File: src/rtl/ugcd.sv
module ugcd #(
  parameter int W    = 16,
  parameter int NREG = 8
) (
  input  logic         clk,
  input  logic         rst,
  input  logic [W-1:0] in_data,
  input  logic         in_valid,
  output logic         in_ready,
  output logic [W-1:0] result,
  output logic         done
);
  localparam int AW = 3;
  localparam int RW = $clog2(NREG);
  localparam int UW = 3 + AW + 2 + RW + 2 + 1;

  localparam logic [2:0] J_SEQ = 3'd0, J_GO = 3'd1, J_Z = 3'd2,
                         J_C = 3'd3, J_NZ = 3'd4, J_NC = 3'd5;
  localparam logic [1:0] D_NONE = 2'd0, D_ACC = 2'd1, D_REG = 2'd2;
  localparam logic [1:0] A_IN = 2'd0, A_RMA = 2'd1, A_AMR = 2'd2, A_REG = 2'd3;
  localparam logic [AW-1:0] L_CHK = 3'd2, L_SML = 3'd5, L_END = 3'd6;
  localparam logic [RW-1:0] R0 = '0;

  function automatic logic [UW-1:0] mi(input logic [2:0] nxt, input logic [AW-1:0] tgt,
                                       input logic [1:0] dst, input logic [RW-1:0] rs,
                                       input logic [1:0] op, input logic sh);
    return {nxt, tgt, dst, rs, op, sh};
  endfunction

  logic [AW-1:0] csar, csar_nx;
  logic [UW-1:0] uw;
  logic [2:0]    u_nxt;
  logic [AW-1:0] u_tgt;
  logic [1:0]    u_dst;
  logic [RW-1:0] u_rs;
  logic [1:0]    u_op;
  logic          u_sh;
  logic [W-1:0]  rf [NREG];
  logic [W-1:0]  acc;
  logic [W:0]    alu_y;
  logic [W-1:0]  sh_v;
  logic          f_c, f_z, stall, take;

  always_comb begin
    case (csar)
      3'd0:    uw = mi(J_SEQ, '0,    D_REG,  R0, A_IN,  1'b0);
      3'd1:    uw = mi(J_SEQ, '0,    D_ACC,  R0, A_IN,  1'b0);
      3'd2:    uw = mi(J_Z,   L_END, D_NONE, R0, A_RMA, 1'b0);
      3'd3:    uw = mi(J_C,   L_SML, D_NONE, R0, A_RMA, 1'b1);
      3'd4:    uw = mi(J_GO,  L_CHK, D_REG,  R0, A_RMA, 1'b0);
      3'd5:    uw = mi(J_GO,  L_CHK, D_ACC,  R0, A_AMR, 1'b0);
      default: uw = mi(J_GO,  L_END, D_NONE, R0, A_REG, 1'b0);
    endcase
  end

  assign {u_nxt, u_tgt, u_dst, u_rs, u_op, u_sh} = uw;

  always_comb begin
    case (u_op)
      A_IN:    alu_y = {1'b0, in_data};
      A_RMA:   alu_y = {1'b0, rf[u_rs]} - {1'b0, acc};
      A_AMR:   alu_y = {1'b0, acc} - {1'b0, rf[u_rs]};
      default: alu_y = {1'b0, rf[u_rs]};
    endcase
  end

  assign sh_v  = u_sh ? {alu_y[W-2:0], 1'b0} : alu_y[W-1:0];
  assign f_c   = u_sh & alu_y[W];
  assign f_z   = (sh_v == '0);
  assign stall = (u_op == A_IN) && !in_valid;

  always_comb begin
    case (u_nxt)
      J_GO:    take = 1'b1;
      J_Z:     take = f_z;
      J_C:     take = f_c;
      J_NZ:    take = !f_z;
      J_NC:    take = !f_c;
      default: take = 1'b0;
    endcase
    if (stall)     csar_nx = csar;
    else if (take) csar_nx = u_tgt;
    else           csar_nx = csar + 1'b1;
  end

  always_ff @(posedge clk) begin
    if (rst) begin
      csar <= '0;
      acc  <= '0;
      for (int i = 0; i < NREG; i++) rf[i] <= '0;
    end else begin
      csar <= csar_nx;
      if (!stall && u_dst == D_ACC) acc <= sh_v;
      if (!stall && u_dst == D_REG) rf[u_rs] <= sh_v;
    end
  end

  assign in_ready = (u_op == A_IN);
  assign done     = (csar == L_END);
  assign result   = acc;
endmodule


File: config.mk
export PLATFORM = sky130hd
export DESIGN_NAME = ugcd
export DESIGN_NICKNAME = d
export VERILOG_FILES = /design/src/rtl/ugcd.sv
export SDC_FILE = /design/constraint.sdc
export NUM_CORES = 1
export LEC_CHECK = 0
export BUFFER_PORTS_ARGS = -buffer_cell sky130_fd_sc_hd__buf_2
export CORE_AREA = 8 8 106 132
export CTS_CLUSTER_SIZE = 16
export DETAILED_ROUTE_END_ITERATION = 10
export DIE_AREA = 0 0 114 140
export PLACE_DENSITY = 0.54
export SYNTH_ARGS = -nofsm -noshare
export SYNTH_HDL_FRONTEND = slang
export SYNTH_SLANG_ARGS = --single-unit
File: constraint.sdc
create_clock -name clk -period 3.1 [get_ports clk]
set_input_delay 0.31 -clock clk [delete_from_list [all_inputs] [get_ports clk]]
set_output_delay 0.31 -clock clk [all_outputs]
set_load 0.01 [all_outputs]
# [Yosys cells after proc, flatten, opt, wreduce, memory -nomap -nowiden]
# Memories as Yosys holds them, arrays and structs flattened.
# Index checks and enable logic that the tools add are counted.
[totals] ram_bits=128 wordCells=46 mem_count=1 reg_bits=19 in_bits=19
[classes] n_addsub=3 n_reduce_logical=11 eq_ne=15 n_mux=13 n_bitwise=1
[mem_list] name="rf" words=8 word_bits=16 rd=1 rd_ports_with_merged_regs=0 wr=8 line="38" rtl="logic [W-1:0] rf [NREG];"
[op_table] cell="case mux 13 bit (6 select lines)" count=1
[op_table] cell="case mux 17 bit (3 select lines)" count=1
[op_table] cell="subtractor 16 x 16 -> 17 bit" count=2
[op_table] cell="2-to-1 mux 16 bit" count=2
[op_table] cell="logical NOT 16 bit" count=1
[op_table] cell="OR reduction 16 bit" count=1
[op_table] cell="== test 3 bit, second input constant" count=5
[op_table] cell="== test 3 x 2 -> 1 bit, second input constant" count=4
[op_table] cell="== test 3 x 1 -> 1 bit, second input constant" count=2
[op_table] cell="2-to-1 mux 1 bit" count=6
[op_table] cell="2-to-1 mux 3 bit" count=2
[op_table] cell="case mux 1 bit (5 select lines)" count=1
[op_table] cell="== test 2 x 1 -> 1 bit, second input constant" count=2
[op_table] cell="== test 2 bit, second input constant" count=2
[op_table] cell="logical NOT 1 bit" count=4
[op_table] cell="adder 3 x 1 -> 3 bit, second input constant" count=1
[op_table] cell="logical AND 1 bit" count=3
[op_table] cell="logical NOT 3 bit" count=1
[op_table] cell="logical NOT 2 bit" count=1
[op_table] cell="bitwise AND 1 bit" count=1

# [Depth between registers and ports, before layout]
# Gate-level depths: netlist (run 1).
[logic_depth] depth_word=11 depth_mapped=15 ltp_nobuf=14

# [Worst setup path after synthesis (run 1)]
# Ideal clock, no wire load.
[synth_timing] kind="reg-to-reg" startpoint="reg csar[2]" endpoint="reg csar[2]" n_path_buf=3 path_slack_ns=-0.092 synth_period_minus_slack_ns=3.192 stages_incl_launch_ff=15 setup_ns=0.079 arrival_time_ns=3.113 cell_sequence="dfxtp_1 buf_4 inv_1 ha_1 buf_6 o21bai_4 a21o_4 buf_4 o21ai_0 a222oi_1 nand3_2 nor4b_2 nand4b_1 o41a_1 a211oi_2"
[synth_via] elab_chain_cells=9 word_cells_on_any_way=25 classes_between="1 x add/sub; 12 x eq/ne; 5 x mux; 1 x bitwise; 6 x reduce/logical"
[synth_rtl] element="from (decl)" line="30" rtl="logic [AW-1:0] csar, csar_nx;"
[synth_rtl] element="from (signal assigned)" line="92" rtl="csar <= csar_nx;"
[synth_rtl] element="== test 3 bit (tied with other cells)" line="45" rtl="case (csar)"
[synth_rtl] element="case mux 13 bit (6 select lines)" line="45"
[synth_rtl] element="== test 2 bit (tied with other cells)" line="59" rtl="case (u_op)"
[synth_rtl] element="case mux 17 bit (3 select lines)" line="59"
[synth_rtl] element="2-to-1 mux 16 bit" line="67" rtl="assign sh_v = u_sh ? {alu_y[W-2:0], 1'b0} : alu_y[W-1:0];"
[synth_rtl] element="logical NOT 16 bit" line="69" rtl="assign f_z = (sh_v == '0);"
[synth_rtl] element="logical NOT 1 bit" line="77" rtl="J_NZ: take = !f_z;"
[synth_rtl] element="case mux 1 bit (5 select lines)" line="73" rtl="case (u_nxt)"
[synth_rtl] element="2-to-1 mux 3 bit" line="82" rtl="else if (take) csar_nx = u_tgt;"
# Several ways; a longest one is shown, not always the timed one.
# A chain may end at the register's enable or synchronous reset.

# [Final worst setup path (run 1)]
[layout_timing] startpoint="mem rf[0][8]" endpoint="reg csar[2]"
[layout_via] elab_chain_cells=8 word_cells_on_any_way=11 classes_between="2 x add/sub; 4 x mux; 1 x bitwise; 3 x reduce/logical; 1 x memory"
[layout_rtl] element="from (decl)" line="38"
[layout_rtl] element="memory read (8 x 16 bit) (*)"
[layout_rtl] element="subtractor 16 x 16 -> 17 bit, on equally long branches" line="62, 61"
[layout_rtl] element="case mux 17 bit (3 select lines) (*)" line="59"
[layout_rtl] element="2-to-1 mux 16 bit" line="67"
[layout_rtl] element="logical NOT 16 bit" line="69"
[layout_rtl] element="logical NOT 1 bit" line="77"
[layout_rtl] element="case mux 1 bit (5 select lines) (*)" line="73"
[layout_rtl] element="2-to-1 mux 3 bit (*)" line="82"
# Every way passes the cells marked *; elsewhere a longest branch is shown, timed or not.

==> impl_summary.txt, run 1 <==
----------------------------------------------------
[Floorplanning]
  Boundary pin count ... 37
  Area of the core ... 11940 sq um
  Effective utilization at floorplan ... 34.85%
  Die Footprint ... 15960 sq um
  Vert. Die Dim ... 140 microns
  DIE WIDTH ... 114 microns
  Number of cell rows ... 45

[Synthesis]
  Synth Area in Simple Gates ... 22.65%
  Average cell area after synthesis ... 7.776 sq um
  Cell count after synthesis ... 535
  Synth Area in XOR/XNOR ... 0.8421%
  Top-count cell post-synth ... nor2_1
  Post-synth cell types ... 82
  Post-synth top area cell ... ha_1
  Post-synthesis adder-cell area fraction ... 12.99%
  Asr flop ratio synth ... 0%
  Count of warnings emitted by yosys ... 0
  Most common library cells after synthesis ... nor2_1, a21oi_1, inv_1, ha_1, nand2_1
  Count of flip-flops with a built-in enable after synthesis ... 16
  Fraction of post-synthesis cell area in the top cell type by area ... 12.03%
  Sequential area share after synthesis ... 20.69%
  Synthesized net count ... 596
  Share of the synthesized area in compound gates (AO/OA/AOI/OAI) ... 31.85%
  Combinational family with the most area after synthesis ... compound AO/OA/AOI/OAI gates
  Post-Syn Area ... 4160 sq um
  Top post-synthesis cells by area ... ha_1, edfxtp_1, dfxtp_1
  Mux share of post-synthesis cell area ... 2.466%
  Most used flip-flop cell after synthesis ... dfxtp_1
  Synthesized flop and latch total ... 35

[Cells and area]
  Layout overhead on the synthesized area ... 44.69%
  Total area of multi-input combinational cells ... 3168 sq um
  Net total in the final layout ... 770
  Post-route non-filler standard cell count ... 874
  Final design utilization ... 50.43%
  Total of fill cells in the finished design ... 1215
  Antenna diodes ... 0
  Share of post-route cells with drive strength above 1 ... 40.28%
  Sequential cell area ... 865.8 sq um

[Setup path]
  Highest net fanout along the worst path ... 7
  Cell-by-cell listing of the critical path ... ha_2 -> a21o_1 -> a31oi_1 -> nand2_1 -> a21o_1 -> a311oi_2 -> o211ai_1 -> nor4b_2 -> a2111oi_2 -> o41a_1 -> a211oi_2
  Worst setup path category ... reg2reg
  Cells on worst reg2reg path ... 11
  Data required time of the worst path ... 3300 ps
  Max incr delay on CP ... 510 ps
  Critical Path AT ... 3530 ps
  Startpoint Class ... register
  Crit-path most repeated cell ... a21o_1
  Critical Path Sink Type ... register
  Crit path max-delay cell type ... o41a_1

[Clocking]
  Number of buffers created by CTS ... 5
  Clock tree from TritonCTS ... done
  Count of hold-fix buffers inserted at cts ... 0
  Number of clock sinks ... 35
  Clock root buffer ... clkbuf_16
  Clock slew at reported path FFs ... 60 ps
  Clock latency at the later pin of the worst-skew pair ... 280 ps
  Clock Tree Buf Depth ... 2
  Count of H-tree levels built during CTS ... 2

[Detailed routing]
  Via count normalized by instance count ... 5.487
  Met1 layer wirelength in the final routing ... 7354 microns
  Detail Route met2 WL ... 7761 microns
  Remaining antenna violation count ... 0
  Drt wl/cell ... 19.00 microns
  Final wirelength ... 16610 microns
  Number of vias in the routed layout ... 4796
  Met3 Wirelength ... 831 microns
  Highest metal layer with signal wires ... met4
  Initial drt markers ... 273
  Drt first pass iters ... 4
  DRC violations left ... 0

[Worst hold path]
  Depth of the worst hold-timing path ... 2
  Tightest Hold Check Type ... in2reg

[STA]
  Final Max Tran Viols ... 0
  Total setup violations reported at the end of the flow ... 11
  Hold violation count in the final report ... 0
  Aggregate negative setup slack ... -1321 ps
  Period utilization ... 107.4%
  Shortest clock period the worst path allows after layout ... 3330 ps
  Setup repair after global routing missed its margin ... yes
  Least-Margin Pin Slew ... 573.3 ps
  PnR worst setup slack ... -230.2 ps
  Maximum clock skew at final layout ... 3.948 ps
  Relative max-transition margin ... 61.38%
  Max Clock Freq ... 0.3003 GHz
  Post-route worst hold slack ... 453.6 ps

[Placed design]
  # placed instances ... 846
  Number of input and output port buffers inserted ... 36
  Detailed Place HPWL ... 13160 microns
  Last weighted congestion value of the routability-driven placer ... 1.048

[GRT]
  Overall Global Routing Usage ... 20.87%
  Number of global-route vias before repair ... 4751
  Maximum number of pins on one net before global-route repair ... 23
  Global-route wire length before repair ... 26450 microns
  Antenna violations before repair ... 0
  Gr ovfl total ... 0

[Status]
  Failing checks ... setup timing
  Run status ... complete, but fails checks

[Job]
  Max-cap viol count ... 0

----------------------------------------------------
==> timing repair <==
action                                 4_1_cts  5_1_grt
endpoints found under the hold margin        0        0
setup buffers                               16        5
pin swaps                                   25       21
gates resized for setup                     31       25
setup endpoints to repair                   11       23
==> metrics by stage <==
| stage | worst slack (ps) | instance area (sq um) |
|---|---|---|
| floorplan | 20.14 | 4165 |
| finish | -230.2 | 6020 |
| global placement | -352.1 | 5480 |
| CTS | -230.8 | 5872 |
| global route | -410.3 | 6020 |
| detailed placement | -371.1 | 5480 |
==> layout by cell type, fill, tap and decap left out, drive strengths merged, types with 3 or more instances in the layout <==
cell type    n
buf        202
mux2i        8
nor2        70
dfxtp       19
a221o        3
a21o        15
nand2       34
o22ai        3
a211oi      10
and3         5
o21a        11
a22oi        6
o21ai       35
o211ai       8
nand4        6
nor3        22
edfxtp      16
a2111oi      3
a221oi       6
nor2b       10
clkbuf       5
inv         44
o2111ai      3
a21oi       49
ha          40
or2          4
a31oi        4
nand3       10
and2         4
o31ai        3
or4          3
==> worst paths after layout <==
check / start / endpoint / slack, ps
setup / recovery: rf[0][8]$_SDFFCE_PN0P_ / csar[2]$_SDFFE_PP0N_ / -230
setup reg to reg: rf[0][8]$_SDFFCE_PN0P_ / csar[2]$_SDFFE_PP0N_ / -230
hold / removal: rst / result[0]$_SDFFE_PP0P_ / 450
hold reg to reg: result[15]$_SDFFE_PP0P_ / result[15]$_SDFFE_PP0P_ / 570
==> critical path: cells and delay by family, from the launching register on <==
family / cells / cell delay [ps]
AO/OA/AOI/OAI: 8 / 2100
adder cells (fa/ha/maj): 1 / 340
flip-flops: 1 / 430
AND/OR/NAND/NOR: 2 / 370
==> sequential cells by signal, summed over array words and instances (netlist names) <==
register  cells
csar          3
result       16
rf           16
==> cells by family (layout without fill, tap and decap cells) <==
logic type,after synthesis,count (layout)
and+or+nand+nor,184,184
AOI/OAI and AO/OA,182,182
buffers and inverters,78,253
adders and majority gates,42,42
DFF,35,35
muxes,10,10
xor gates and xnor gates,4,4
==> routing by layer <==
metal	vias to the layer above	global-route usage [%]
met2	159	33.40
met4	0	9.698
met3	39	2.323
li1	2291	-
met5	-	0
met1	2307	27.31
==> final cells by class <==
| type | count | area share (%) |
|---|---|---|
| multi-input combinational | 422 | 52.63 |
| timing repair buffer | 202 | 24.11 |
| sequential | 35 | 14.38 |
| tap | 164 | 3.409 |
| inverter | 43 | 2.681 |
| clock buffer | 5 | 2.079 |
| clock inverter | 3 | 0.7067 |
Power of run 1 is left out: the tool's default activity adds up to more than one toggle a clock period on the data nets, which glitch-free logic cannot reach.
==> run 2, diff against run 1 <==
PLACE_DENSITY = unset   (was 0.54)
==> impl_summary.txt, run 2 (synthesis gave the netlist of run 1 again) <==
----------------------------------------------------
[Detailed routing]
  Number of vias in the routed layout ... 4861
  Final wirelength ... 17070 microns
  Via count normalized by instance count ... 5.600
  Drt wl/cell ... 19.66 microns
  Initial drt markers ... 299
  DRC violations left ... 0
  Drt first pass iters ... 7
  Remaining antenna violation count ... 0

[Cells and area]
  Total of fill cells in the finished design ... 1217
  Sequential cell area ... 864.6 sq um
  Total area of multi-input combinational cells ... 3161 sq um
  Most common library cell in the layout ignoring fill and taps ... buf_4
  Net total in the final layout ... 764
  Most frequent cells in the layout ... buf_4, nor2_1, a21oi_1, inv_1
  Share of post-route cells with drive strength above 1 ... 38.78%
  Layout overhead on the synthesized area ... 43.91%
  Antenna diodes ... 0

[Setup path]
  Critical Path Sink Type ... register
  Max incr delay on CP ... 460 ps
  Critical Path AT ... 3650 ps
  Data required time of the worst path ... 3310 ps
  Highest net fanout along the worst path ... 4
  Setup slack on the worst flop-to-flop path ... -350 ps
  Crit path max-delay cell type ... o41a_1
  Cell-by-cell listing of the critical path ... buf_6 -> ha_4 -> inv_2 -> fa_2 -> a21o_1 -> a221o_2 -> a221o_1 -> o221ai_2 -> a22oi_2 -> nor4_2 -> nand4b_1 -> o41a_1 -> a211oi_2
  Worst path top cell family by delay ... compound AO/OA/AOI/OAI gates
  Number of buffer and inverter stages on the critical path ... 2
  Startpoint Class ... register
  Worst setup path category ... reg2reg

[Floorplanning]
  Vert. Die Dim ... 140 microns
  Area of the core ... 11940 sq um
  Effective utilization at floorplan ... 34.85%
  Boundary pin count ... 37
  DIE WIDTH ... 114 microns
  Die Footprint ... 15960 sq um
  Number of cell rows ... 45

[STA]
  Maximum clock skew at final layout ... 8.494 ps
  Relative max-transition margin ... 62.05%
  Total setup violations reported at the end of the flow ... 12
  PnR worst setup slack ... -347.8 ps
  Period utilization ... 111.2%
  Setup repair after global routing missed its margin ... yes
  Aggregate negative setup slack ... -2046 ps
  Least-Margin Pin Slew ... 564.8 ps
  Hold violation count in the final report ... 0
  Max Clock Freq ... 0.2900 GHz
  Shortest clock period the worst path allows after layout ... 3448 ps
  Final Max Tran Viols ... 0

[Worst hold path]
  Tightest Hold Check Type ... in2reg

[Status]
  Run status ... complete, but fails checks
  Failing checks ... setup timing

[Clocking]
  Clock latency at the later pin of the worst-skew pair ... 290 ps
  Count of H-tree levels built during CTS ... 2
  Clock slew at reported path FFs ... 60 ps
  Number of clock sinks ... 35
  Clock root buffer ... clkbuf_16
  Count of hold-fix buffers inserted at cts ... 0
  Clock tree from TritonCTS ... done
  Clock Tree Buf Depth ... 2
  Number of buffers created by CTS ... 5

[GRT]
  Gr ovfl total ... 0
  Global-route wire length before repair ... 26810 microns
  Antenna violations before repair ... 0
  Overall Global Routing Usage ... 21.37%
  Maximum number of pins on one net before global-route repair ... 23
  Number of global-route vias before repair ... 4971

[Placed design]
  Number of input and output port buffers inserted ... 36
  Last weighted congestion value of the routability-driven placer ... 1.005
  Detailed Place HPWL ... 13560 microns

[Job]
  Max-cap viol count ... 0

----------------------------------------------------
[run 2: cell types whose count changed in the layout (fill, tap and decap cells not counted), moves of 3 or more]
cell / previous run / this run
buf_4: 164 / 154
ha_2: 5 / 0
buf_6: 0 / 4
ha_4: 1 / 4
o21ai_0: 22 / 25
[run 2: timing repair]
| action | in CTS | in global routing |
|---|---|---|
| setup buffers | 7 | 3 |
| endpoints found under the setup margin | 10 | 23 |
| pin swaps | 22 | 20 |
| gates resized for setup | 24 | 25 |
| hold endpoints to repair | 0 | 0 |
[run 2: through the flow]
step / area (sq um) / setup WS, ps / hold WS [ps] / instances / util (%)
after floorplan: 4165 / 20.14 / 502.2 / 535 / -
final: 5987 / -347.8 / 479.7 / 868 / 50.16
after CTS: 5866 / -240.1 / 481.7 / 868 / 49.14
after global placement: 5533 / -265.5 / 534.6 / 853 / 46.35
after detailed placement: 5533 / -322.5 / 547.0 / 853 / 46.35
after global routing: 5987 / -505.0 / 504.6 / 868 / 50.16
[run 2: area by class of cell]
cell class / instances / area share [%]
multi-input combinational: 422 / 52.79
tap: 164 / 3.427
clock inverter: 2 / 0.5852
timing repair buffer: 196 / 23.74
clock buffer: 6 / 2.320
sequential: 35 / 14.44
inverter: 43 / 2.696
[run 2: worst register-to-register path, stage by stage (launching register included)]
cell      delay [ps]
edfxtp_1         380
buf_6            130
ha_4             120
inv_2             40
fa_2             390
a21o_1           210
a221o_2          450
a221o_1          330
o221ai_2         100
a22oi_2          140
nor4_2           280
nand4b_1         120
o41a_1           460
a211oi_2         230
[run 2: worst paths after layout]
check	startpoint	end	depth (start not counted)
min reg2reg	result[15]$_SDFFE_PP0P_	result[15]$_SDFFE_PP0P_	2
max	rf[0][0]$_SDFFCE_PN0P_	csar[2]$_SDFFE_PP0N_	13
max reg2reg	rf[0][0]$_SDFFCE_PN0P_	csar[2]$_SDFFE_PP0N_	13
min	rst	result[2]$_SDFFE_PP0P_	2
[run 2: layer usage]
metal | global-route usage [%] | up-vias | share of wire [%]
li1 | - | 2295 | -
met3 | 2.366 | 42 | 6.7
met2 | 35.67 | 201 | 47
met4 | 10.12 | 0 | 3.8
met1 | 26.70 | 2323 | 42
met5 | 0 | - | 0
Power of run 2 is left out for the same reason.
